==> src/rtl/ps2_regif_pkg.sv <==
package ps2_regif_pkg;
  localparam int DW = 8;

  typedef enum logic [1:0] {
    REG_ID   = 2'd0,
    REG_DATA = 2'd1,
    REG_CTRL = 2'd2,
    REG_STAT = 2'd3
  } reg_sel_e;

  localparam int CTL_LOOP = 1;
  localparam int CTL_DIAG = 5;
  localparam int CTL_DDIR = 6;
  localparam int CTL_CDIR = 7;

  localparam int ST_RBNE = 0;
  localparam int ST_CMP  = 4;
  localparam int ST_DSHD = 6;
  localparam int ST_CSHD = 7;
endpackage

==> src/rtl/ps2_rx_fifo.sv <==
module ps2_rx_fifo #(
  parameter int DW    = 8,
  parameter int DEPTH = 16
) (
  input  logic          clk_i,
  input  logic          rst_ni,
  input  logic          push_i,
  input  logic [DW-1:0] data_i,
  input  logic          pop_i,
  output logic [DW-1:0] head_o,
  output logic          empty_o
);
  localparam int PW = (DEPTH > 1) ? $clog2(DEPTH) : 1;
  localparam int CW = $clog2(DEPTH + 1);
  localparam logic [PW-1:0] LAST = PW'(DEPTH - 1);

  logic [DW-1:0] mem_q [DEPTH];
  logic [PW-1:0] wr_q, rd_q;
  logic [CW-1:0] cnt_q;
  logic          full, pop_ok, push_ok;

  assign empty_o = (cnt_q == '0);
  assign full    = (cnt_q == CW'(DEPTH));
  assign pop_ok  = pop_i && !empty_o;
  // a pop in the same cycle frees a slot for the incoming byte
  assign push_ok = push_i && (!full || pop_ok);
  assign head_o  = mem_q[rd_q];

  always_ff @(posedge clk_i) begin
    if (push_ok) mem_q[wr_q] <= data_i;
  end

  always_ff @(posedge clk_i or negedge rst_ni) begin
    if (!rst_ni) begin
      wr_q  <= '0;
      rd_q  <= '0;
      cnt_q <= '0;
    end else begin
      if (push_ok) wr_q <= (wr_q == LAST) ? '0 : wr_q + 1'b1;
      if (pop_ok)  rd_q <= (rd_q == LAST) ? '0 : rd_q + 1'b1;
      case ({push_ok, pop_ok})
        2'b10:   cnt_q <= cnt_q + 1'b1;
        2'b01:   cnt_q <= cnt_q - 1'b1;
        default: cnt_q <= cnt_q;
      endcase
    end
  end
endmodule

==> src/rtl/ps2_host_port.sv <==
module ps2_host_port
  import ps2_regif_pkg::*;
#(
  parameter int PORT_ID = 0,
  parameter int DEPTH   = 16
) (
  input  logic          clk_i,
  input  logic          rst_ni,
  input  logic          wr_en_i,
  input  logic          rd_en_i,
  input  reg_sel_e      sel_i,
  input  logic [DW-1:0] wdata_i,
  input  logic          rx_valid_i,
  input  logic [DW-1:0] rx_data_i,
  input  logic          irq_any_i,
  output logic [DW-1:0] rdata_o,
  output logic          tx_valid_o,
  output logic [DW-1:0] tx_data_o,
  output logic          irq_o
);
  logic [DW-1:0] ctrl_q, lb_buf_q, fifo_head, status;
  logic          lb_full_q, fifo_empty, loop_on, data_wr, data_rd, rbne;

  assign loop_on = ctrl_q[CTL_LOOP];
  assign data_wr = wr_en_i && (sel_i == REG_DATA);
  assign data_rd = rd_en_i && (sel_i == REG_DATA);

  assign tx_valid_o = data_wr && !loop_on;
  assign tx_data_o  = wdata_i;

  ps2_rx_fifo #(.DW(DW), .DEPTH(DEPTH)) u_fifo (
    .clk_i   (clk_i),
    .rst_ni  (rst_ni),
    .push_i  (rx_valid_i),
    .data_i  (rx_data_i),
    .pop_i   (data_rd && !loop_on),
    .head_o  (fifo_head),
    .empty_o (fifo_empty)
  );

  always_ff @(posedge clk_i or negedge rst_ni) begin
    if (!rst_ni) begin
      ctrl_q    <= '0;
      lb_buf_q  <= '0;
      lb_full_q <= 1'b0;
    end else begin
      if (wr_en_i && sel_i == REG_CTRL) ctrl_q <= wdata_i;
      if (data_wr && loop_on) begin
        lb_buf_q  <= wdata_i;
        lb_full_q <= 1'b1;
      end else if (data_rd && loop_on) begin
        lb_full_q <= 1'b0;
      end
    end
  end

  assign rbne  = loop_on ? lb_full_q : !fifo_empty;
  assign irq_o = rbne;

  always_comb begin
    status          = '0;
    status[ST_RBNE] = rbne;
    status[ST_CMP]  = irq_any_i;
    status[ST_DSHD] = !(ctrl_q[CTL_DIAG] && !ctrl_q[CTL_DDIR]);
    status[ST_CSHD] = !(ctrl_q[CTL_DIAG] && !ctrl_q[CTL_CDIR]);
  end

  always_comb begin
    unique case (sel_i)
      REG_ID:   rdata_o = DW'(PORT_ID);
      REG_DATA: rdata_o = loop_on ? lb_buf_q : (fifo_empty ? '0 : fifo_head);
      REG_CTRL: rdata_o = ctrl_q;
      default:  rdata_o = status;
    endcase
  end
endmodule

==> src/rtl/ps2_dual_regif.sv <==
module ps2_dual_regif
  import ps2_regif_pkg::*;
#(
  parameter int WIN_BITS = 8,
  parameter int DEPTH    = 16
) (
  input  logic              clk_i,
  input  logic              rst_ni,
  input  logic              req_i,
  input  logic              we_i,
  input  logic [WIN_BITS:0] addr_i,
  input  logic [DW-1:0]     wdata_i,
  output logic [DW-1:0]     rdata_o,
  output logic              rvalid_o,
  output logic [1:0]        tx_valid_o,
  output logic [2*DW-1:0]   tx_data_o,
  input  logic [1:0]        rx_valid_i,
  input  logic [2*DW-1:0]   rx_data_i,
  output logic              irq_o
);
  localparam int NPORT = 2;

  logic              port_sel;
  reg_sel_e          reg_sel;
  logic [NPORT-1:0]  port_irq;
  logic [DW-1:0]     port_rdata [NPORT];
  logic [DW-1:0]     rdata_q;
  logic              rvalid_q;

  assign port_sel = addr_i[WIN_BITS];
  assign reg_sel  = reg_sel_e'(addr_i[3:2]);
  assign irq_o    = |port_irq;

  for (genvar g = 0; g < NPORT; g++) begin : g_port
    ps2_host_port #(.PORT_ID(g), .DEPTH(DEPTH)) u_port (
      .clk_i      (clk_i),
      .rst_ni     (rst_ni),
      .wr_en_i    (req_i && we_i && (port_sel == g[0])),
      .rd_en_i    (req_i && !we_i && (port_sel == g[0])),
      .sel_i      (reg_sel),
      .wdata_i    (wdata_i),
      .rx_valid_i (rx_valid_i[g]),
      .rx_data_i  (rx_data_i[g*DW +: DW]),
      .irq_any_i  (irq_o),
      .rdata_o    (port_rdata[g]),
      .tx_valid_o (tx_valid_o[g]),
      .tx_data_o  (tx_data_o[g*DW +: DW]),
      .irq_o      (port_irq[g])
    );
  end

  always_ff @(posedge clk_i or negedge rst_ni) begin
    if (!rst_ni) begin
      rdata_q  <= '0;
      rvalid_q <= 1'b0;
    end else begin
      rvalid_q <= req_i && !we_i;
      if (req_i && !we_i) rdata_q <= port_rdata[port_sel];
    end
  end

  assign rdata_o  = rdata_q;
  assign rvalid_o = rvalid_q;
endmodule

==> config.mk <==
export PLATFORM = sky130hd
export DESIGN_NAME = ps2_dual_regif
export DESIGN_NICKNAME = d
export VERILOG_FILES = /design/src/rtl/ps2_regif_pkg.sv /design/src/rtl/ps2_rx_fifo.sv /design/src/rtl/ps2_host_port.sv /design/src/rtl/ps2_dual_regif.sv
export SDC_FILE = /design/constraint.sdc
export NUM_CORES = 1
export LEC_CHECK = 0
export ABC_AREA = 1
export BUFFER_PORTS_ARGS = -buffer_cell sky130_fd_sc_hd__buf_2
export CORE_UTILIZATION = 55
export CTS_CLUSTER_DIAMETER = 100
export DETAILED_ROUTE_END_ITERATION = 16
export PLACE_DENSITY = 0.71
export SLEW_MARGIN = 20
export SYNTH_ARGS = -nofsm -noshare
export SYNTH_HDL_FRONTEND = slang
export SYNTH_SLANG_ARGS = --single-unit
==> constraint.sdc <==
create_clock -name clk_i -period 5.7 [get_ports clk_i]
set_input_delay 1.71 -clock clk_i [delete_from_list [all_inputs] [get_ports clk_i]]
set_output_delay 1.71 -clock clk_i [all_outputs]
set_load 0.05 [all_outputs]
# Yosys cells after proc, flatten, opt, wreduce, memory -nomap -nowiden

Memories as Yosys holds them, arrays and structs flattened.
Index checks and enable logic that the tools add are counted.

Bits in registers: 69
RAM bits: 256
Input port bits: 39
Output and inout bits: 28
Memories: 2

Memories:

| name                          | words | bits a word | rd ports | clocked after memory_dff | write ports | line              | source |
|---|---|---|---|---|---|---|---|
| g_port[0].u_port.u_fifo.mem_q | 16    | 8           | 1        | 0                        | 1           | ps2_rx_fifo.sv:17 | `logic [DW-1:0] mem_q [DEPTH];` |
| g_port[1].u_port.u_fifo.mem_q | 16    | 8           | 1        | 0                        | 1           | ps2_rx_fifo.sv:17 |  |

$add $sub $neg: 8
$lt $le $gt $ge: 1
Equality and inequality tests: 12
Mux-type cells: 25
Bitwise logic cells: 2
Reductions and logical operators: 53

Operators with widths:

| operator                                                  | number |
|---|---|
| 2-to-1 mux 8 bit                                          | 7 |
| case mux 8 bit (3 select lines)                           | 2 |
| logical AND 1 bit                                         | 28 |
| case mux 5 bit (2 select lines)                           | 2 |
| adder 4 x 1 -> 4 bit (second input constant)              | 4 |
| equality test 4 bit (second input constant)               | 4 |
| 2-to-1 mux 4 bit                                          | 4 |
| zero test 1 bit                                           | 15 |
| adder 5 x 1 -> 5 bit (second input constant)              | 2 |
| equality test 5 bit (second input constant)               | 2 |
| zero test 5 bit                                           | 2 |
| 2-to-1 mux 1 bit                                          | 10 |
| subtractor 5 x 1 -> 5 bit (second input constant)         | 2 |
| nonzero test 2 bit                                        | 4 |
| equality test 2 x 1 -> 1 bit (second input constant)      | 3 |
| equality test 2 bit (second input constant)               | 3 |
| greater-or-equal comparator 2 bit (second input constant) | 1 |
| zero test 2 bit                                           | 1 |
| logical OR 1 bit                                          | 2 |
| inverter 1 -> 2 bit                                       | 1 |
| OR reduction 2 bit                                        | 1 |
| inverter 1 bit                                            | 1 |

# Logic depth before layout (Yosys ltp)

Depth after elaboration: 10
Depth in mapped cells: 15
Depth with buffers taken out: 14

# Modules after synthesis

From an unflattened synthesis, not the netlist that was laid out.

Cells, all modules: 1,319
Area total of the unflattened synthesis: 14,272.4 um^2

Modules (own cells, without submodules):

| module                            | instances | cells an instance | area each (um^2) | seq. area each (um^2) |
|---|---|---|---|---|
| ps2_rx_fifo                       | 2         | 479               | 5,873.1          | 4,169.0 |
| ps2_host_port at g_port[0].u_port | 1         | 148               | 1,051.0          | 425.4 |
| ps2_host_port at g_port[1].u_port | 1         | 144               | 1,002.2          | 425.4 |
| ps2_dual_regif                    | 1         | 69                | 473.0            | 225.2 |

# Least setup slack after synthesis

Ideal clock, no wire load.

Path kind: input to output
Start point: input addr_i[3]
End point: output tx_valid_o[0]
Arrival time: 2,386 ps
Slack: 1,604 ps
Cell stages on the path: 5
Path through: clkbuf_2 > nor2_8 > nand2_1 > nor2_1 > buf_4

Word-level cells in the longest chain between the ends: 3

Ends and longest elaborated chain:

| item                         | line                 | source |
|---|---|---|
| from (decl)                  | ps2_dual_regif.sv:11 | `input logic [WIN_BITS:0] addr_i,` |
| equality test 2 x 1 -> 1 bit | ps2_host_port.sv:25  | `assign data_wr = wr_en_i && (sel_i == REG_DATA);` |
| logical AND 1 bit            | ps2_host_port.sv:25  |  |
| logical AND 1 bit            | ps2_host_port.sv:28  | `assign tx_valid_o = data_wr && !loop_on;` |
| to (decl)                    | ps2_dual_regif.sv:15 | `output logic [1:0] tx_valid_o,` |

Every way passes these cells.

# Worst setup path after layout

Start point: input addr_i[8]
End point: output tx_valid_o[1]

Word-level cells in the longest chain between the ends: 3

Ends and longest elaborated chain:

| item              | line                 | source |
|---|---|---|
| logical AND 1 bit | ps2_dual_regif.sv:38 | `.wr_en_i (req_i && we_i && (port_sel == g[0])),` |
| logical AND 1 bit | ps2_host_port.sv:25  |  |
| logical AND 1 bit | ps2_host_port.sv:28  |  |

Every way passes these cells.

==> metrics.cfg <==
[outcome]
status=complete, no violations

[sta]
min_period_over_period_pct=76.12
timing.fmax_mhz=230.5
tns_ns=0
holdWs_ns=0.4848
worst_pin_slew_ns=0.9450
rsz0062_at_grt=false
setup_viol=0
relSlewSlack_pct=36.91
finalClockSkew_ns=0.02330
slew_viol_final=0
finalCriticalPeriod_ns=4.339
hold_viol=0

[clock_network]
worstSkewPairLatency_ns=0.52
h-tree-depth=2
clkTransAtPathRegs_ns=0.06
clockBufferDepth=3
cts_hold_buf=0
cts_sinks=325
cts.repair.resized=0
cts_tree=done
cts_buffers=34
post_cts.repair.setup_buffers=0
cts_root_buf=clkbuf_16

[critical_path]
worstPathMaxFanout=4
cp-start-kind=input port
crit_family=buffers and inverters
cpMaxStageDelayCell=buf_2
ff2ff_setup_slack_ns=2.78
path_class=in2out
critical_path.cell_chain=buf_2, inv_2, nor3_2, nand2_1, nor2_1, buf_2
crit_arrival_ns=2.63
r2r-end=rdata_o[4]
critPathLaunch=addr_i[8]
end_kind=output port
worst-path-stages=6
r2r-start=g_port[0].u_port.u_fifo.rd_q[1]
cpMostUsedCell=buf_2
required_ns=3.99
cp_num_buf_inv=3
rr_worst_depth=12
slowest_delay_ns=0.27
crit_end=tx_valid_o[1]

[detailed_routing]
vias_per_cell=5.569
post_drt_wl_per_cell_um=18.47
num_vias=9273
first_iter_violations=1008
ant_nets=0
drc=0
wirelength_um=30750
firstDrtPassIters=5

[final_layout]
antenna_cells=0
seqCellArea_um2=9417
drive_above_1_share_pct=10.79
multi_input_area_um2=3882
layout.nets=1366
fin_area_um2=15540
area_delta_synth_final_pct=11.04
final_cell_mix=nand2_1, edfxtp_1, nor2_1
fillers=1995
final_common_cell=nand2_1

[grt]
grt_pass1_wl_um=48510
antenna_found_initial=0
grt_remaining_overflow=0
grt_max_degree=79
grt_usage_pct=24.48
first_global_vias=8788

[floorplan]
core_area_um2=25040
die_h_um=161.5
io_pins=67
start_util_pct=55.90
die_w_um=161.5
core.rowCount=58
die_area_um2=26090

[synth]
synth_mux_area_share_pct=0
syn_area_per_cell_um2=10.95
syn_nets=1335
postSynthCellCount=1278
syn_area_um2=13990
synth_edf_count=256
synthAdderAreaFrac_pct=1.717
ys_ff_latch=325
synth_cell_type_count=45
synth_compound_area_share_pct=9.280
ys_warn_count=0
async_reset_ff_share_pct=21.23
synthXorXnorAreaFrac_pct=0.8136
synthSimpleGateAreaFrac_pct=15.91
synth_ff_type=edfxtp_1
ys_seq_area_share_pct=67.27
synth_top_family_by_area=simple AND/OR/NAND/NOR gates

[power_and_ir_drop]
seq_power_share_pct=41.5
clockPowerShare_pct=29.8
power.internal_mw=4.910
power_switching_share_pct=35.45
irDropWorstVdd_v=0.0002810
pwr-share-comb_pct=28.7
powerDensity_nw_per_um2=489.5
total_power_mw=7.606
p_switching_mw=2.697
p_leak_nw=6.101

[placed_design]
place_congestion=0.9054
postPlaceCellArea_um2=14370
io_buffers=60
dp_hpwl_um=18880

[run]
cap_violations=0

[min_path]
hp-class=reg2reg

[worst min-delay path by stage]
stage | from | end | slack, ns | cells after the start
final | g_port[1].u_port.ctrl_q[6] | g_port[1].u_port.ctrl_q[6] | 0.48 | 2
after global routing | g_port[1].u_port.ctrl_q[6] | g_port[1].u_port.ctrl_q[6] | 0.51 | 2
after CTS | g_port[1].u_port.ctrl_q[6] | g_port[1].u_port.ctrl_q[6] | 0.48 | 2
after detailed placement | g_port[1].u_port.ctrl_q[6] | g_port[1].u_port.ctrl_q[6] | 0.47 | 2
after global placement | g_port[1].u_port.lb_buf_q[6] | g_port[1].u_port.lb_buf_q[6] | 0.47 | 2
after floorplan | g_port[1].u_port.ctrl_q[6] | g_port[1].u_port.ctrl_q[6] | 0.45 | 2
[per-layer routing]
layer	track usage, %	routed length (um)	vias up	part of all wire [%]
met3	3.775	1804	56	5.9
li1	-	-	4453	-
met4	8.062	752	0	2.4
met5	0	0	-	0
met2	37.34	14150	311	46
met1	36.15	14040	4453	46
[sequential cells by signal, summed over array words and instances (netlist names)]
signal                      cells
g_port.u_port.u_fifo.mem_q    256
g_port.u_port.u_fifo.wr_q       8
g_port.u_port.u_fifo.rd_q       8
g_port.u_port.ctrl_q           16
g_port.u_port.lb_buf_q         16
rvalid_o                        1
g_port.u_port.u_fifo.cnt_q     10
rdata_o                         8
g_port.u_port.lb_full_q         2
[through the flow]
stage                     setup WS, ns  utilization (%)  cells
final                            1.361            62.07   1665
after global routing             1.243            62.07   1665
after CTS                        1.370            62.06   1665
after detailed placement         1.049            57.40   1603
after global placement           1.123            57.40   1603
after floorplan                  1.604                -   1278
[Yosys cell counts (4+ instances only)]
master / count / area [um^2]
nand2_1: 298 / 1119
nand3_1: 71 / 355.3
nor3_1: 5 / 25.02
o221ai_1: 5 / 43.79
o211ai_1: 15 / 112.6
dfrtp_1: 69 / 1727
a311oi_1: 6 / 52.55
o2111ai_1: 5 / 43.79
xor2_1: 12 / 105.1
o21ai_0: 137 / 685.7
nor2_1: 148 / 555.5
ha_1: 16 / 200.2
edfxtp_1: 256 / 7687
a21oi_1: 29 / 145.1
inv_2: 7 / 26.28
inv_1: 72 / 270.3
nand4_1: 6 / 37.54
nand2_2: 4 / 25.02
buf_4: 18 / 135.1
o22ai_1: 14 / 87.58
buf_2: 30 / 150.1
clkbuf_1: 18 / 67.56
[power groups by stage]
stage,logic [mW],registers (mW),clock network [mW]
2_1_floorplan,1.56,3.13,0
3_3_place_gp,2.11,3.19,0
3_5_place_dp,2.17,3.20,0
4_1_cts,2.18,3.16,2.30
5_1_grt,2.45,3.20,2.39
6_report,2.18,3.16,2.27
[tightest hold or removal path: cells and delay by family (launching register included)]
family	cells	cell delay, ns
compound gates	1	0.06
flops	1	0.34
simple gates	1	0.05
[cell type report]
cell class                      count  share of cell area (%)
Clock buffer                       53                   6.731
Clock inverter                      9                  0.7810
Inverter                           83                   2.013
Multi-Input combinational cell    799                   24.98
Sequential cell                   325                   60.60
Tap cell                          330                   2.657
Timing Repair Buffer               66                   2.238
[cells by family (layout without fill, tap and decap cells)]
| family | Yosys count | after routing |
|---|---|---|
| AOI/OAI and AO/OA | 226 | 226 |
| DFF | 325 | 325 |
| xor gates and xnor gates | 13 | 13 |
| buffers and inverters | 154 | 211 |
| and+or+nand+nor | 542 | 542 |
| adders and majority gates | 18 | 18 |
Note: power is estimated with default switching activity, not from simulation.
